$ cat config.mk
export PLATFORM = sky130hd
export DESIGN_NAME = i2c_regbus_target
export DESIGN_NICKNAME = d
export VERILOG_FILES = /design/src/rtl/i2c_tgt_pkg.sv /design/src/rtl/i2c_line_filter.sv /design/src/rtl/i2c_bus_events.sv /design/src/rtl/i2c_target_fsm.sv /design/src/rtl/i2c_regbus_target.sv
export SDC_FILE = /design/constraint.sdc
export NUM_CORES = 1
export LEC_CHECK = 0
export BUFFER_PORTS_ARGS = -buffer_cell sky130_fd_sc_hd__buf_2
export CAP_MARGIN = 30
export CORE_MARGIN = 5
export CORE_UTILIZATION = 41
export DETAILED_ROUTE_END_ITERATION = 8
export GPL_ROUTABILITY_DRIVEN = 0
export MAX_ROUTING_LAYER = met4
export PLACE_DENSITY_LB_ADDON = 0.15
export SYNTH_ARGS = -nofsm -noshare
export SYNTH_HDL_FRONTEND = slang
export SYNTH_SLANG_ARGS = --single-unit
$ cat constraint.sdc
create_clock -name clk -period 1.82 [get_ports clk]
set_input_delay 0.273 -clock clk [delete_from_list [all_inputs] [get_ports clk]]
set_output_delay 0.273 -clock clk [all_outputs]
set_load 0.005 [all_outputs]
$ cat src/rtl/i2c_tgt_pkg.sv
package i2c_tgt_pkg;

  typedef enum logic [2:0] {
    ST_IDLE,
    ST_RX,
    ST_ACK,
    ST_TX,
    ST_MACK
  } tgt_state_e;

  typedef enum logic [1:0] {
    K_ID,
    K_ADDR,
    K_DATA
  } rx_kind_e;

  localparam logic [3:0] ID_PREFIX = 4'b1010;

  function automatic logic id_match(input logic [7:0] b, input logic [2:0] strap);
    return (b[7:4] == ID_PREFIX) && (b[3:1] == strap);
  endfunction

endpackage

$ cat src/rtl/i2c_line_filter.sv
module i2c_line_filter #(
  parameter int SYNC_STAGES = 2,
  parameter int FILT_LEN    = 3,
  localparam int CW = $clog2(FILT_LEN + 1)
) (
  input  logic clk,
  input  logic rst_n,
  input  logic line_in,
  output logic line_filt
);

  logic [SYNC_STAGES-1:0] sync_q;
  logic [CW-1:0]          run_cnt;
  logic                   line_s;

  assign line_s = sync_q[SYNC_STAGES-1];

  always_ff @(posedge clk or negedge rst_n) begin
    if (!rst_n) sync_q <= '1;
    else        sync_q <= {sync_q[SYNC_STAGES-2:0], line_in};
  end

  always_ff @(posedge clk or negedge rst_n) begin
    if (!rst_n) begin
      line_filt <= 1'b1;
      run_cnt   <= '0;
    end else if (line_s != line_filt) begin
      if (run_cnt == CW'(FILT_LEN - 1)) begin
        line_filt <= line_s;
        run_cnt   <= '0;
      end else begin
        run_cnt <= run_cnt + 1'b1;
      end
    end else begin
      run_cnt <= '0;
    end
  end


  filt_follow_chk: assert property (@(posedge clk) disable iff (!rst_n)
    !$stable(line_filt) |-> ($past(line_s) == line_filt));

endmodule

$ cat src/rtl/i2c_bus_events.sv
module i2c_bus_events (
  input  logic clk,
  input  logic rst_n,
  input  logic scl_f,
  input  logic sda_f,
  output logic scl_rise,
  output logic scl_fall,
  output logic start_evt,
  output logic stop_evt
);

  logic scl_q, sda_q;

  always_ff @(posedge clk or negedge rst_n) begin
    if (!rst_n) begin
      scl_q <= 1'b1;
      sda_q <= 1'b1;
    end else begin
      scl_q <= scl_f;
      sda_q <= sda_f;
    end
  end

  assign scl_rise  = scl_f & ~scl_q;
  assign scl_fall  = ~scl_f & scl_q;
  assign start_evt = scl_f & scl_q & sda_q & ~sda_f;
  assign stop_evt  = scl_f & scl_q & ~sda_q & sda_f;


  start_stop_excl_chk: assert property (@(posedge clk) disable iff (!rst_n)
    !(start_evt && stop_evt));


  edge_excl_chk: assert property (@(posedge clk) disable iff (!rst_n)
    !((scl_rise || scl_fall) && (start_evt || stop_evt)));

endmodule

$ cat src/rtl/i2c_target_fsm.sv
module i2c_target_fsm
  import i2c_tgt_pkg::*;
#(
  parameter int LAST_ADDR = 8,
  localparam int PW = $clog2(LAST_ADDR + 1)
) (
  input  logic          clk,
  input  logic          rst_n,
  input  logic          pwr_ready,
  input  logic [2:0]    strap_addr,
  input  logic          sda_f,
  input  logic          scl_rise,
  input  logic          scl_fall,
  input  logic          start_evt,
  input  logic          stop_evt,
  output logic          sda_pull,
  output logic [PW-1:0] reg_addr,
  output logic [7:0]    reg_wdata,
  output logic          reg_wr,
  output logic          reg_rd,
  input  logic [7:0]    reg_rdata,
  output logic          stop_pulse
);

  function automatic logic [PW-1:0] ptr_advance(input logic [PW-1:0] p);
    return (p >= PW'(LAST_ADDR)) ? '0 : p + 1'b1;
  endfunction

  function automatic logic [PW-1:0] ptr_load(input logic [7:0] b);
    return (b > 8'(LAST_ADDR)) ? '0 : b[PW-1:0];
  endfunction

  tgt_state_e    state;
  rx_kind_e      kind;
  logic [3:0]    bit_cnt;
  logic [7:0]    rx_sh;
  logic [7:0]    tx_sh;
  logic          rd_mode;
  logic          mack_ok;
  logic [PW-1:0] ptr;

  assign reg_addr = ptr;

  always_ff @(posedge clk or negedge rst_n) begin
    if (!rst_n) begin
      state      <= ST_IDLE;
      kind       <= K_ID;
      bit_cnt    <= '0;
      rx_sh      <= '0;
      tx_sh      <= '0;
      rd_mode    <= 1'b0;
      mack_ok    <= 1'b0;
      ptr        <= '0;
      sda_pull   <= 1'b0;
      reg_wdata  <= '0;
      reg_wr     <= 1'b0;
      reg_rd     <= 1'b0;
      stop_pulse <= 1'b0;
    end else begin
      reg_wr     <= 1'b0;
      reg_rd     <= 1'b0;
      stop_pulse <= 1'b0;
      if (reg_rd) tx_sh <= reg_rdata;
      if (!pwr_ready) begin
        state    <= ST_IDLE;
        sda_pull <= 1'b0;
      end else if (stop_evt) begin
        state      <= ST_IDLE;
        sda_pull   <= 1'b0;
        stop_pulse <= 1'b1;
      end else if (start_evt) begin
        state    <= ST_RX;
        kind     <= K_ID;
        bit_cnt  <= '0;
        sda_pull <= 1'b0;
      end else begin
        unique case (state)
          ST_RX: begin
            if (scl_rise && bit_cnt < 4'd8) begin
              rx_sh   <= {rx_sh[6:0], sda_f};
              bit_cnt <= bit_cnt + 1'b1;
            end else if (scl_fall && bit_cnt == 4'd8) begin
              unique case (kind)
                K_ID: begin
                  if (id_match(rx_sh, strap_addr)) begin
                    sda_pull <= 1'b1;
                    state    <= ST_ACK;
                    rd_mode  <= rx_sh[0];
                    reg_rd   <= rx_sh[0];
                  end else begin
                    state <= ST_IDLE;
                  end
                end
                K_ADDR: begin
                  ptr      <= ptr_load(rx_sh);
                  sda_pull <= 1'b1;
                  state    <= ST_ACK;
                end
                default: begin
                  reg_wr    <= 1'b1;
                  reg_wdata <= rx_sh;
                  sda_pull  <= 1'b1;
                  state     <= ST_ACK;
                end
              endcase
            end
          end
          ST_ACK: begin
            if (scl_fall) begin
              bit_cnt <= '0;
              if (kind == K_DATA) ptr <= ptr_advance(ptr);
              if (kind == K_ID && rd_mode) begin
                state    <= ST_TX;
                sda_pull <= ~tx_sh[7];
              end else begin
                state    <= ST_RX;
                sda_pull <= 1'b0;
                kind     <= (kind == K_ID) ? K_ADDR : K_DATA;
              end
            end
          end
          ST_TX: begin
            if (scl_fall) begin
              if (bit_cnt == 4'd7) begin
                sda_pull <= 1'b0;
                state    <= ST_MACK;
              end else begin
                sda_pull <= ~tx_sh[6];
                tx_sh    <= {tx_sh[6:0], 1'b0};
                bit_cnt  <= bit_cnt + 1'b1;
              end
            end
          end
          ST_MACK: begin
            if (scl_rise) begin
              mack_ok <= ~sda_f;
              if (!sda_f) begin
                ptr    <= ptr_advance(ptr);
                reg_rd <= 1'b1;
              end
            end else if (scl_fall) begin
              bit_cnt <= '0;
              if (mack_ok) begin
                state    <= ST_TX;
                sda_pull <= ~tx_sh[7];
              end else begin
                state <= ST_IDLE;
              end
            end
          end
          default: ;
        endcase
      end
    end
  end


  idle_when_unready_chk: assert property (@(posedge clk) disable iff (!rst_n)
    !pwr_ready |=> (!sda_pull && state == ST_IDLE));


  stop_release_chk: assert property (@(posedge clk) disable iff (!rst_n)
    (stop_evt && pwr_ready) |=> (stop_pulse && !sda_pull && state == ST_IDLE));


  pull_only_ack_tx_chk: assert property (@(posedge clk) disable iff (!rst_n)
    sda_pull |-> (state == ST_ACK || state == ST_TX));


  wr_in_ack_chk: assert property (@(posedge clk) disable iff (!rst_n)
    reg_wr |-> (state == ST_ACK && kind == K_DATA));


  addr_range_chk: assert property (@(posedge clk) disable iff (!rst_n)
    reg_addr <= PW'(LAST_ADDR));


  strobe_excl_chk: assert property (@(posedge clk) disable iff (!rst_n)
    !(reg_wr && reg_rd));


  wr_single_chk: assert property (@(posedge clk) disable iff (!rst_n)
    reg_wr |=> !reg_wr);

endmodule

$ cat src/rtl/i2c_regbus_target.sv
module i2c_regbus_target #(
  parameter int LAST_ADDR   = 8,
  parameter int FILT_LEN    = 3,
  parameter int SYNC_STAGES = 2,
  localparam int PW = $clog2(LAST_ADDR + 1)
) (
  input  logic          clk,
  input  logic          rst_n,
  input  logic          pwr_ready,
  input  logic [2:0]    strap_addr,
  input  logic          scl_in,
  input  logic          sda_in,
  output logic          sda_pull,
  output logic [PW-1:0] reg_addr,
  output logic [7:0]    reg_wdata,
  output logic          reg_wr,
  output logic          reg_rd,
  input  logic [7:0]    reg_rdata,
  output logic          stop_pulse
);

  localparam int NLINES = 2;

  logic [NLINES-1:0] raw_lines;
  logic [NLINES-1:0] filt_lines;
  logic scl_rise, scl_fall, start_evt, stop_evt;

  assign raw_lines = {sda_in, scl_in};

  for (genvar g = 0; g < NLINES; g++) begin : g_line
    i2c_line_filter #(
      .SYNC_STAGES(SYNC_STAGES),
      .FILT_LEN   (FILT_LEN)
    ) u_filt (
      .clk      (clk),
      .rst_n    (rst_n),
      .line_in  (raw_lines[g]),
      .line_filt(filt_lines[g])
    );
  end

  i2c_bus_events u_evt (
    .clk      (clk),
    .rst_n    (rst_n),
    .scl_f    (filt_lines[0]),
    .sda_f    (filt_lines[1]),
    .scl_rise (scl_rise),
    .scl_fall (scl_fall),
    .start_evt(start_evt),
    .stop_evt (stop_evt)
  );

  i2c_target_fsm #(
    .LAST_ADDR(LAST_ADDR)
  ) u_fsm (
    .clk       (clk),
    .rst_n     (rst_n),
    .pwr_ready (pwr_ready),
    .strap_addr(strap_addr),
    .sda_f     (filt_lines[1]),
    .scl_rise  (scl_rise),
    .scl_fall  (scl_fall),
    .start_evt (start_evt),
    .stop_evt  (stop_evt),
    .sda_pull  (sda_pull),
    .reg_addr  (reg_addr),
    .reg_wdata (reg_wdata),
    .reg_wr    (reg_wr),
    .reg_rd    (reg_rd),
    .reg_rdata (reg_rdata),
    .stop_pulse(stop_pulse)
  );

endmodule

Word level (Yosys, flattened, before mapping)
Index checks and enable logic that the tools add are counted.
{"block": "word_totals", "register_bits": 55, "inputBits": 16, "output_inout_bits": 16, "word_cells": 184}
{"block": "op_classes", "n_addsub": 4, "magnitude_cmp": 3, "n_eq_ne": 36, "n_mux": 82, "bitwise_logic": 17, "n_reduce_logical": 21}
{"operator": "$mux 4", "count": 15}
{"operator": "$mux 8", "count": 7}
{"operator": "$mux 1", "count": 32}
{"operator": "$mux 3", "count": 10}
{"operator": "$ne 5x4->1 const B", "count": 6}
{"operator": "$mux 2", "count": 13}
{"operator": "$pmux 4 s4", "count": 1}
{"operator": "$reduce_and 8->1", "count": 2}
{"operator": "$reduce_and 5->1", "count": 3}
{"operator": "$reduce_and 7->1", "count": 2}
{"operator": "$pmux 3 s4", "count": 1}
{"operator": "$pmux 4 s3", "count": 1}
{"operator": "$reduce_and 11->1", "count": 1}
{"operator": "$ne 5x5->1 const B", "count": 2}
{"operator": "$not 1->1", "count": 10}
{"operator": "$reduce_and 9->1", "count": 1}
{"operator": "$add 4x1->4 const B", "count": 2}
{"operator": "$eq 4x4->1 const B", "count": 2}
{"operator": "$gt 8x4->1 const B", "count": 1}
{"operator": "$ne 2x1->1 const B", "count": 4}
{"operator": "$ne 2x2->1 const B", "count": 4}
{"operator": "$and 1x1->1", "count": 7}
{"operator": "$ne 7x1->1 const B", "count": 1}
{"operator": "$eq 2x2->1 const B", "count": 3}
{"operator": "22 further kinds", "count": 32}

Depth between registers and ports, before layout
Gate-level depths: netlist (run 1).
{"block": "logic_depth", "ltp_word": 10, "ltp_mapped": 7, "mapped_depth_nobuf": 7}

Modules after synthesis
From an unflattened synthesis (run 1), not the netlist that was laid out.
{"block": "unflattened", "hier_cells": 258, "area_unflattened_um2": 2897.8}
{"module": "i2c_target_fsm", "instances": 1, "cells_per_inst": 232, "area_per_inst_um2": 2454.9, "seq_area_each_um2": 1076.0}
{"module": "i2c_line_filter", "instances": 2, "cells_per_inst": 10, "area_per_inst_um2": 178.9, "seq_area_each_um2": 128.9}
{"module": "i2c_bus_events", "instances": 1, "cells_per_inst": 6, "area_per_inst_um2": 85.1, "seq_area_each_um2": 52.6}

Worst setup path after synthesis (run 1)
OpenSTA, ideal clock, no wires.
{"block": "synth_timing", "path_kind": "flip-flop to flip-flop", "from": "register u_evt.scl_q", "to": "register u_fsm.reg_wdata[0]", "setup_time_ps": 125, "t_arrival_ps": 1681, "t_required_ps": 1695, "path_slack_ps": 14, "stages_incl_launch_ff": 8, "n_path_buf": 2, "period_less_slack_ps": 1806, "path_cell_list": "dfstp_2 > buf_4 > nand2_1 > o21ai_4 > nor2_2 > and3_1 > buf_6 > mux2_4"}
{"block": "synth_between", "elab_chain_cells": 5, "elab_cells_between_ends": 14, "classes_between": "bitwise: 11; reduce/logical: 3"}
{"element": "start: declaration", "line_no": "i2c_bus_events.sv:12", "text": "logic scl_q, sda_q;"}
{"element": "start signal: assignment", "line_no": "i2c_bus_events.sv:19", "text": "scl_q <= scl_f;"}
{"element": "$and 1x1->1 or $not 1->1 (tied branches)", "line_no": "i2c_bus_events.sv:26, i2c_bus_events.sv:27, i2c_bus_events.sv:24"}
{"element": "$and 1x1->1, on equally long branches", "line_no": "i2c_bus_events.sv:27, i2c_bus_events.sv:24, i2c_bus_events.sv:26"}
{"element": "$and 1x1->1, or another cell as far along", "line_no": "i2c_bus_events.sv:27", "text": "assign stop_evt = scl_f & scl_q & ~sda_q & sda_f;"}
{"element": "$not 1->1 (no line)"}
{"element": "$reduce_and 7->1 (no line) *"}
{"element": "end signal: assignment", "line_no": "i2c_target_fsm.sv:101", "text": "reg_wdata <= rx_sh;"}
{"element": "end: declaration", "line_no": "i2c_target_fsm.sv:18", "text": "output logic [7:0] reg_wdata,"}
Mark *: on every way between the ends. The rest lies on a longest branch, timed or not.
A chain may end at the register's enable or synchronous reset.

Worst setup path after layout (run 1)
{"block": "layout_timing", "from": "register u_fsm.rx_sh[4]", "to": "register u_fsm.sda_pull"}
{"block": "layout_between", "elab_chain_cells": 4}
{"element": "start: declaration", "line_no": "i2c_target_fsm.sv:36", "text": "logic [7:0] rx_sh;"}
{"element": "start signal: assignment", "line_no": "i2c_target_fsm.sv:80", "text": "rx_sh <= {rx_sh[6:0], sda_f};"}
{"element": "$eq 4x4->1", "line_no": "i2c_tgt_pkg.sv:20", "text": "return (b[7:4] == ID_PREFIX) && (b[3:1] == strap);"}
{"element": "$logic_and 1x1->1", "line_no": "i2c_tgt_pkg.sv:20"}
{"element": "$ne 6x5->1 (no line)"}
{"element": "$reduce_and 9->1 (no line)"}
{"element": "end signal: assignment", "line_no": "i2c_target_fsm.sv:114", "text": "sda_pull <= ~tx_sh[7];"}
{"element": "end signal: assignment", "line_no": "i2c_target_fsm.sv:128", "text": "sda_pull <= ~tx_sh[6];"}
{"element": "end signal: assignment", "line_no": "i2c_target_fsm.sv:145", "text": "sda_pull <= ~tx_sh[7];"}
{"element": "end: declaration", "line_no": "i2c_target_fsm.sv:16", "text": "output logic sda_pull,"}
No other way between the ends.

==> results of run 1 <==
## synthesized netlist by cell type (4+ instances only)
master / number / area (um^2)
buf_6: 4 / 45.0
o21ai_1: 12 / 60.1
inv_1: 8 / 30.0
mux2i_1: 11 / 110
nor3b_1: 4 / 30.0
dfstp_2: 8 / 210
dfrtp_1: 47 / 1180
nor2_1: 9 / 33.8
a21oi_1: 5 / 25.0
o22ai_1: 4 / 25.0
o21ai_0: 9 / 45.0
xnor2_1: 6 / 52.6
nand2_1: 15 / 56.3
nor3_1: 7 / 35.0
mux2_4: 8 / 120
nand3_1: 4 / 20.0
buf_2: 4 / 20.0
nand2b_1: 4 / 25.0
ha_1: 4 / 50.1
mux2_2: 10 / 113
## layout make-up
class	count	area [um^2]	area share, %
clock buffers	6	82.6	2.23
clock inverters	2	20.0	0.541
inverters	9	33.8	0.913
multi-input cells	179	1510	40.8
flip-flops and latches	55	1390	37.5
well taps	96	120	3.25
repair buffers	77	549	14.8
## critical path, stage by stage, from the launching register on
cell and delay, ns:
dfrtp_1 0.39, and4bb_1 0.27, nand4_1 0.18, buf_4 0.20, o2bb2ai_2 0.12, a211o_1 0.29, a22o_1 0.22
## metal layers
metal  part of all wire (%)  vias to the layer above
met4                    2.2                        0
li1                       -                     1080
met5                      0                        -
met3                    3.2                       14
met1                     49                     1080
met2                     46                       37
## repair_timing
item	CTS	global route
hold buffers	1	0
pin swaps	0	5
hold endpoints to repair	47	0
setup endpoints to repair	6	30
buffers inserted	1	9
resized for setup	4	20
## how the worst max path moves through the flow
stage,startpoint,to
after floorplan,u_evt.scl_q,u_fsm.reg_wdata[0]
after global placement,u_fsm.bit_cnt[0],u_fsm.reg_addr[3]
after detailed placement,u_fsm.bit_cnt[0],u_fsm.reg_addr[3]
after CTS,u_fsm.state[2],u_fsm.sda_pull
after global routing,u_fsm.state[2],u_fsm.sda_pull
final,u_fsm.rx_sh[4],u_fsm.sda_pull
## state kept, by name, indices dropped and copies added (netlist names), 2 cells and up
register	flops
u_fsm.bit_cnt	4
g_line.u_filt.line_filt	2
u_fsm.kind	2
u_fsm.state	3
u_fsm.reg_wdata	8
u_fsm.tx_sh	8
g_line.u_filt.run_cnt	4
g_line.u_filt.sync_q	4
u_fsm.reg_addr	4
u_fsm.rx_sh	8
## metrics by stage
stage | util [%] | setup WS [ns] | hold WS (ns) | cell area [um^2]
after detailed placement | 49.4 | -0.00791 | 0.294 | 3390
after CTS | 51.5 | 0.00428 | 0.0239 | 3540
after global placement | 49.4 | -0.0200 | 0.297 | 3390
after global routing | 53.9 | -0.0586 | 0.0152 | 3700
after floorplan | - | 0.0137 | -0.0226 | 2920
final | 53.9 | 0.0328 | 0.0400 | 3700
## power by group
part	internal (mW)	leakage, nW	total (mW)	switching [mW]
Combinational	0.657	0.949	1.25	0.589
Clock	0.321	0.0533	0.745	0.424
Sequential	1.42	0.714	1.61	0.182
Total	2.40	1.72	3.60	1.20
## cell families after synthesis
group	count (synthesis)	synth area share [%]
compound gates	57	13.7
xor+xnor	8	2.65
fa+ha+maj	4	1.71
buf+inv	22	4.28
flops	55	47.4
mux	31	12.5
simple gates	79	17.7
==> results.py, run 1 <==
metrics = {
    "timing": {
        "relSlewSlack_pct": 71.1,
        "period_minus_slack_ns": 1.79,
        "hold_viol": 0,
        "finClkSkew_ns": 0.00835,
        "rsz0062_at_grt": "yes",
        "min_period_over_period_pct": 98.2,
        "slew_viol_final": 0,
        "tns_ns": 0,
        "timing.fmax_ghz": 0.560,
        "tightestPinTransition_ns": 0.433,
        "setup-violations-final": 0,
    },
    "drt": {
        "drt-vias-per-instance": 5.21,
        "dr.pass1.iters": 4,
        "antenna_left": 0,
        "dr.first_iter.drc_count": 64,
        "drt_wl_total_um": 6320,
        "drc": 0,
        "route.vias.total": 2211,
        "detail_route.wl_per_cell_um": 14.9,
    },
    "status": {
        "outcome": "finished, final reports clean",
    },
    "yosys": {
        "ys_seq_elements": 55,
        "avgSynthCellArea_um2": 11.4,
        "yosys.cell_types.count": 67,
        "synth-edff-count": 0,
        "syn_nets": 276,
        "ys_seq_area_share_pct": 47.4,
        "synthCells": 256,
        "netlist_area_um2": 2920,
        "ys.flop_type": "dfrtp_1",
        "synth_warnings": 0,
        "async_reset_ff_share_pct": 100,
    },
    "floorplanning": {
        "coreArea_um2": 6870,
        "dieArea_um2": 8920,
        "rows": 30,
        "die_w_um": 94.4,
        "die_h_um": 94.4,
        "initial_utilization_pct": 42.6,
        "io_pins": 32,
    },
    "setup_path": {
        "reg2reg_to": "u_fsm.sda_pull",
        "rrSetupSlack_ns": 0.03,
        "critical_path_arrival_ns": 2.00,
        "path_class": "reg2reg",
        "crit_path_start_kind": "register",
        "worst-path-max-fanout": 2,
        "end_kind": "register",
        "ff2ff_path_depth": 6,
        "r2r-start": "u_fsm.rx_sh[4]",
        "required_ns": 2.03,
    },
    "clock_network": {
        "clock_path_buffers": 2,
        "h-tree-depth": 2,
        "clk_pin_slew_worst_paths_ns": 0.10,
        "numCtsBuffers": 5,
        "clock-sinks": 55,
        "clock_latency_ns": 0.32,
        "root_buffer": "clkbuf_8",
        "cts_tree": "yes",
    },
    "global_routing": {
        "met1_usage_pct": 21.9,
        "grtUsageMet3_pct": 3.03,
        "grt.overflow.total": 0,
        "antenna_found_initial": 0,
        "track_usage_pct": 15.8,
        "grt-busiest-layer": "met2",
        "grt_pass1_wl_um": 10700,
        "grt_pass1_vias": 2176,
        "grt_max_degree": 56,
        "use_met2_pct": 22.9,
    },
    "final_layout": {
        "drive_above_1_share_pct": 43.3,
        "layout.cells.non_filler": 424,
        "layout_commonest_cell": "dfrtp_1",
        "num_antenna_cells": 0,
        "area_growth_pct": 26.6,
        "final_cell_mix": "dfrtp_1 (47), buf_4 (38), buf_2 (32)",
        "final_net_count": 347,
        "nFillCells": 637,
    },
    "place": {
        "dpl.cell_count": 405,
        "io_buffers": 31,
        "dpl.hpwl_um": 4620,
    },
    "min_path": {
        "hold_start": "scl_in",
        "hold_end": "g_line[0].u_filt.sync_q[0]",
        "hp-class": "in2reg",
        "holdPathStages": 1,
    },
    "power": {
        "ir_drop_mv": 0.487,
        "p_leak_nw": 1.72,
        "power.density_nw_per_um2": 972,
        "fin_total_pwr_mw": 3.60,
    },
    "job": {
        "maxCapViolCount": 0,
    },
}
Note: power is estimated with default switching activity, not from simulation.
==> run 2: changes to the inputs <==
- BUFFER_PORTS_ARGS: -buffer_cell sky130_fd_sc_hd__buf_2 -> -buffer_cell sky130_fd_sc_hd__buf_4
==> run 2 against run 1 <==
  * The run now ends with hold timing left
  * Total power down 1.3%
  * Cell count down 1.4%
  * Clock skew about the same
  * Routed wire length up 2.4%
  * Worst hold slack worse by 0.062 ns
  * Maximum frequency down 0.27%
  * Count of clock-buffer cells in the layout up 1
  * Highest routed layer unchanged
  * Die area unchanged
  * Final area up 1.4%
  * Core utilization up 0.75 points
==> results.py, run 2 (synthesized netlist as in run 1, its figures left out) <==
metrics = {
    "status": {
        "outcome": "complete, but fails checks",
        "violations": "hold timing",
    },
    "final_layout": {
        "num_antenna_cells": 0,
        "layout.cells.non_filler": 418,
        "layout_commonest_cell": "buf_4",
        "final_net_count": 341,
        "top_regs": "u_fsm.reg_wdata (8), u_fsm.rx_sh (8), u_fsm.tx_sh (8)",
        "final_cell_mix": "buf_4 (65), dfrtp_1 (47), nand2_1 (13)",
        "drive_above_1_share_pct": 43.5,
        "area_growth_pct": 28.4,
    },
    "floorplanning": {
        "dieArea_um2": 8920,
        "initial_utilization_pct": 42.6,
        "rows": 30,
        "die_h_um": 94.4,
        "io_pins": 32,
        "die_w_um": 94.4,
        "coreArea_um2": 6870,
    },
    "clock_network": {
        "h-tree-depth": 2,
        "clock-sinks": 55,
        "cts_tree": "yes",
        "root_buffer": "clkbuf_8",
        "clock_latency_ns": 0.31,
        "numCtsBuffers": 5,
        "clk_pin_slew_worst_paths_ns": 0.10,
        "clock_path_buffers": 2,
    },
    "setup_path": {
        "end_kind": "register",
        "path_cells": "nand4b_4 -> o21ai_2 -> a21oi_1 -> buf_4 -> a211o_1 -> a22o_1",
        "crit_slowest_cell": "dfstp_2",
        "worst-path-max-fanout": 8,
        "crit_path_start_kind": "register",
        "path_class": "reg2reg",
        "required_ns": 2.02,
        "critical_path_arrival_ns": 2.00,
        "max_stage_delay_ns": 0.64,
    },
    "power": {
        "ir_drop_mv": 0.601,
        "power.density_nw_per_um2": 946,
        "p_leak_nw": 1.72,
    },
    "global_routing": {
        "grt_pass1_wl_um": 10600,
        "grt.overflow.total": 0,
        "grt_max_degree": 56,
        "antenna_found_initial": 0,
        "grt_pass1_vias": 2200,
        "track_usage_pct": 15.5,
    },
    "job": {
        "maxCapViolCount": 0,
    },
    "timing": {
        "tightestPinTransition_ns": 0.691,
        "finClkSkew_ns": 0.00819,
        "holdWs_ns": -0.0223,
        "min_period_over_period_pct": 98.5,
        "rsz0062_at_grt": "yes",
        "slew_viol_final": 0,
        "hold_viol": 13,
        "setup-violations-final": 0,
        "timing.fmax_ghz": 0.558,
        "relSlewSlack_pct": 53.9,
        "period_minus_slack_ns": 1.79,
        "tns_ns": 0,
        "layout_setup_ws_ns": 0.0279,
    },
    "drt": {
        "dr.first_iter.drc_count": 78,
        "dr.pass1.iters": 4,
        "wl_met3_um": 210,
        "antenna_left": 0,
        "detail_route.wl_per_cell_um": 15.5,
        "drt-vias-per-instance": 5.17,
        "drt_wl_total_um": 6470,
        "top_layer": "met4",
        "met2_length_um": 3100,
        "met1_length_um": 3090,
        "route.vias.total": 2161,
        "drc": 0,
    },
    "min_path": {
        "hp-class": "in2async",
    },
    "place": {
        "io_buffers": 31,
        "dpl.cell_count": 398,
        "dp_slack_ns": -0.0284,
        "dpl.hpwl_um": 4500,
    },
}
-- run 2: cell count changes in the layout (fill, tap and decap cells not counted), sizes merged --
cell,previous run,this run
inv,10,9
clkbuf,6,7
dlygate4sd3,1,0
buf,76,71
-- run 2: worst max-delay path, delay by kind of cell, from the launching register on --
family                 cells  cell delay (ns)
AO/OA/AOI/OAI              4             0.72
flip-flops                 1             0.64
AND/OR/NAND/NOR            1             0.17
buffers and inverters      1             0.16
-- run 2: path summary, 6_finish.rpt --
path | startpoint | to | slack [ns] | cells past startpoint
setup reg to reg | u_evt.scl_q | u_fsm.sda_pull | 0.03 | 6
hold reg to reg | g_line[1].u_filt.sync_q[0] | g_line[1].u_filt.sync_q[1] | 0.36 | 0
min in group clk | scl_in | g_line[0].u_filt.sync_q[0] | 0.06 | 1
setup / recovery | u_evt.scl_q | u_fsm.sda_pull | 0.03 | 6
max in group asynchronous | rst_n | g_line[1].u_filt.run_cnt[1] | 1.36 | 1
hold / removal | rst_n | u_fsm.stop_pulse | -0.02 | 1
-- run 2: what timing repair did --
| action | 4_1_cts | 5_1_grt |
|---|---|---|
| hold buffers | 0 | 0 |
| cloned | 0 | 1 |
| setup endpoints to repair | 10 | 25 |
| pin swaps | 1 | 9 |
| buffers inserted | 2 | 9 |
| resized for setup | 0 | 30 |
-- run 2: metrics by stage --
step	total power [mW]	cell area, um^2	util (%)
2_1_floorplan	2.30	2920	-
3_3_place_gp	2.61	3440	50.1
3_5_place_dp	2.63	3440	50.1
4_1_cts	3.39	3550	51.7
5_1_grt	3.78	3750	54.6
6_report	3.55	3750	54.6
-- run 2: layer usage --
metal  vias to the layer above  global-route usage (%)
li1                       1064                       -
met1                      1045                    21.0
met2                        43                    23.8
met3                         9                    3.03
met4                         0                    4.45
met5                         -                       -
-- run 2: final cells by class --
type / count / area (um^2)
clock inverter: 1 / 8.76
clock buffer: 7 / 86.3
sequential: 55 / 1390
inverter: 9 / 33.8
tap: 96 / 120
multi-input combinational: 179 / 1530
fill: 630 / 3120
timing repair buffer: 71 / 591
-- run 2: power by group --
part / total, mW / internal [mW] / switching, mW
logic: 1.22 / 0.628 / 0.593
registers: 1.62 / 1.43 / 0.190
clock network: 0.715 / 0.313 / 0.402
